<file path="src/rtl/octet_frame_packer.sv">
module octet_frame_packer #(
  parameter int SMP_W  = 14,
  parameter int OCT_W  = 8,
  parameter int TAIL_W = 2
) (
  input  logic             clk,
  input  logic             rst_n,
  input  logic [1:0]       mode_sel,
  input  logic             smp_valid,
  input  logic [SMP_W-1:0] smp0,
  input  logic [SMP_W-1:0] smp1,
  output logic [OCT_W-1:0] lane0_octet,
  output logic             lane0_sof,
  output logic             lane0_vld,
  output logic [OCT_W-1:0] lane1_octet,
  output logic             lane1_sof,
  output logic             lane1_vld
);
  localparam int LO_BITS = SMP_W - OCT_W;
  localparam logic [1:0] MODE_SHARED = 2'b10;

  logic [1:0]       mode_q, ph;
  logic             busy, locked;
  logic [SMP_W-1:0] s0_q, s1_q;

  wire four = (mode_q == MODE_SHARED);
  wire last = busy && (ph == (four ? 2'd3 : 2'd1));
  wire take = smp_valid && (!busy || last);

  wire [OCT_W-1:0] hi0 = s0_q[SMP_W-1 -: OCT_W];
  wire [OCT_W-1:0] hi1 = s1_q[SMP_W-1 -: OCT_W];
  wire [OCT_W-1:0] lo0 = {s0_q[LO_BITS-1:0], {TAIL_W{1'b0}}};
  wire [OCT_W-1:0] lo1 = {s1_q[LO_BITS-1:0], {TAIL_W{1'b0}}};

  always_ff @(posedge clk or negedge rst_n) begin
    if (!rst_n) begin
      mode_q <= '0;
      locked <= 1'b0;
      busy   <= 1'b0;
      ph     <= '0;
      s0_q   <= '0;
      s1_q   <= '0;
    end else begin
      if (!locked) mode_q <= mode_sel;
      if (take) begin
        locked <= 1'b1;
        busy   <= 1'b1;
        ph     <= '0;
        s0_q   <= smp0;
        s1_q   <= smp1;
      end else if (busy) begin
        if (last) busy <= 1'b0;
        else      ph   <= ph + 2'd1;
      end
    end
  end

  always_comb begin
    lane0_octet = '0;
    if (busy) begin
      if (four) begin
        case (ph)
          2'd0:    lane0_octet = hi0;
          2'd1:    lane0_octet = lo0;
          2'd2:    lane0_octet = hi1;
          default: lane0_octet = lo1;
        endcase
      end else begin
        lane0_octet = (ph == 2'd0) ? hi0 : lo0;
      end
    end
  end

  assign lane0_vld   = busy;
  assign lane0_sof   = busy && (ph == 2'd0);
  assign lane1_vld   = busy && !four;
  assign lane1_sof   = lane1_vld && (ph == 2'd0);
  assign lane1_octet = !lane1_vld ? '0 : (ph == 2'd0) ? hi1 : lo1;
endmodule

</file>
<file path="config.mk">
export PLATFORM = sky130hd
export DESIGN_NAME = octet_frame_packer
export DESIGN_NICKNAME = d
export VERILOG_FILES = /design/src/rtl/octet_frame_packer.sv
export SDC_FILE = /design/constraint.sdc
export NUM_CORES = 1
export LEC_CHECK = 0
export ABC_AREA = 1
export BUFFER_PORTS_ARGS = -buffer_cell sky130_fd_sc_hd__buf_4
export CORE_ASPECT_RATIO = 0.5
export CORE_MARGIN = 4
export CORE_UTILIZATION = 56
export DETAILED_ROUTE_END_ITERATION = 8
export PLACE_DENSITY = 0.85
export SYNTH_ARGS = -nofsm -noshare
export SYNTH_HDL_FRONTEND = slang
export SYNTH_SLANG_ARGS = --single-unit
</file>
<file path="constraint.sdc">
create_clock -name clk -period 3.15 [get_ports clk]
set_clock_uncertainty 0.1 [all_clocks]
set_input_delay 0.315 -clock clk [delete_from_list [all_inputs] [get_ports clk]]
set_output_delay 0.315 -clock clk [all_outputs]
set_load 0.05 [all_outputs]
</file>
==> metrics <==
outcome=finished, final reports clean; TritonRoute pass-1 iters=5; Avg Vias per Cell=5.54; crit start category=register; largest family of logic cells by synthesized area=simple AND/OR/NAND/NOR gates; Remaining DRCs=0; Data required, critical path=2730 ps; mapped cell area=1880 um^2; DP HPWL=3510 um; total die area=4400 um^2; Netlist cell types=18; Period Utilization, post-route=82.4%; DR vias=1,900; Initial Utilization=60.5%; first-pass GRT wire length=8080 um; Initial DRC Count=177; PwrDens=1220 nW/um^2; Worst-Skew Late Latency=290 ps; Ys Warns=0; core area=3100 um^2; Tmin final=2600 ps; Nets=340; I/O pin count=53; Synth Area in Compound Gates=9.87%; mean cell area of the mapped netlist=7.36 um^2; post-synthesis adder-cell area fraction=3.33%; Switching Share=53.7%; GPL Wtd Cong=0.893; Rel. slew slack=57.1%; dpl cells=334; synth top area cells=dfrtp_1, nand2_1, nand3_1, nor2_1, inv_1; RSZ-0062 raised after global routing=no; crit-path leading delay family=adder cells; H-Tree Depth=2; CP max stage cell=ha_1; endpoints failing hold=0; Internal=1.33 mW; Largest stage delay, worst path=590 ps; critical path class=reg2out; DIE HEIGHT=48.9 um; vias in the first global route=1,689; Setup TNS Final=0 ps; Area Overhead vs Synth=25.4%; Max clock buf depth=2; initial antenna violation count=0; grt total ovfl=0; Antenna Nets Post-Route=0; dpl ws=920 ps; Seq/Total Area, Yosys=45.3%; multiplexer area fraction after synthesis=0%; crit path capture type=primary output; most common cell after layout, fill and taps aside=nand2_1; Leak=1.27 nW; antenna cells=0; post-synth top area share=45.3%; number of port buffers=52; Max VDD drop=0.000762 V; cell chain of the critical path=inv_1 -> ha_1 -> nor2_1 -> a211oi_1 -> buf_4; Total GRT Usage=23.4%; CTS Sinks=34; setup ws final=555 ps; worst hold path type=in2reg; WL/cell=14.6 um; Worst Path Buf+Inv=2; Psw=1.54 mW; synthesized-area fraction occupied by and/or/nand/nor cells=33.4%; Num CTS Buffers=5; final setup violation count=0; Seq pwr share=28.2%; post-cts resize count=0; CTS Root Cell=clkbuf_8; Gate power share=60.2%; clock network fraction of total power=11.6%; Worst-Margin Slew=644 ps; Slew Viols, Final=0; commonest cells after routing, fill and taps aside=nand2_1, buf_4, nand3_1, dfrtp_1, nor2_1; Synth Net Count=293; layout cells sized above 1=21.5%; Synth Area in XOR/XNOR=0%; non-filler instance count after layout=343; largest net degree at the start of global routing=35; die width=89.9 um; max-cap check violation count=0; Routed WL=5000 um; clk slew on worst S/H paths=70 ps; Rows=14; CP Max Fanout=18; cell count after synthesis=255; Max Clock Freq=385 MHz; top cell type by total area after synthesis=dfrtp_1; number of synthesized register bits=34; CTS tree=done; Worst Path Arrival=2180 ps
cell type report:
cell class | instances | area (um^2)
multi-input cells | 187 | 875
flip-flops and latches | 34 | 851
fillers | 242 | 747
well taps | 40 | 50.0
clock buffers | 7 | 86.3
clock inverters | 1 | 5.00
inverters | 19 | 71.3
repair buffers | 55 | 415
per-layer routing:
layer / vias up / track usage (%) / wire [um]
li1: 913 / - / -
met1: 902 / 31.6 / 2190
met2: 81 / 37.1 / 2310
met3: 4 / 7.09 / 465
met5: - / 0 / 0
met4: 0 / 6.09 / 30
cell usage after synthesis:
cell type,instances
buf_6,2
nand2_1,93
o21ai_0,3
ha_1,5
nand3_2,1
buf_2,7
o211ai_1,6
a21oi_1,13
nand3_1,34
nor3_1,2
inv_1,18
nand2_2,2
clkbuf_1,6
a211oi_1,4
nor2_1,20
dfrtp_1,34
o31ai_1,4
inv_2,1
state kept, by name (all words and copies together), names as in the netlist:
| signal | flops |
|---|---|
| s0_q | 14 |
| ph | 2 |
| s1_q | 14 |
| lane0_vld | 1 |
| locked | 1 |
| mode_q | 2 |
final timing paths:
check | from | to | slack, ps | cells past startpoint
min in group asynchronous | rst_n | s0_q[9] | 410 | 2
max | ph[0] | lane1_octet[2] | 550 | 5
max reg2reg | ph[1] | s0_q[3] | 1480 | 8
min | mode_sel[0] | mode_q[0] | 140 | 3
max in group asynchronous | rst_n | s1_q[1] | 2220 | 2
min reg2reg | s0_q[7] | s0_q[7] | 380 | 2
kinds of logic after synthesis:
family	after synthesis
fa+ha+maj	5
compound gates	30
simple gates	152
buf+inv	34
flops	34
worst register-to-register path, cell delays in order (launching register included):
cell     delay [ps]
dfrtp_1         440
inv_1           150
nand3_1         120
nand3_2         120
nand2_2          70
nand2_1         120
buf_4           300
nand2_1         120
nand2_1          70
power groups by stage:
stage	Combinational (mW)	Sequential, mW	Clock, mW
6_report	1.73	0.811	0.332
2_1_floorplan	1.30	0.755	0
5_1_grt	1.86	0.828	0.364
3_3_place_gp	1.69	0.801	0
3_5_place_dp	1.72	0.808	0
4_1_cts	1.73	0.803	0.339
what timing repair did:
| action | 4_1_cts | 5_1_grt |
|---|---|---|
| hold buffers | 1 | 0 |
| buffers inserted | 0 | 0 |
| hold endpoints to repair | 34 | 0 |
per-stage QoR:
stage / instance area (um^2) / power [mW] / utilization, % / hold slack [ps]
detailed placement: 2250 / 2.53 / 72.6 / 183
CTS: 2350 / 2.87 / 75.9 / 135
floorplan: 1880 / 2.05 / - / -80.6
global placement: 2250 / 2.49 / 72.6 / 182
global route: 2350 / 3.06 / 75.9 / 146
finish: 2350 / 2.87 / 75.9 / 136
Power figures use the tool's default switching activity.
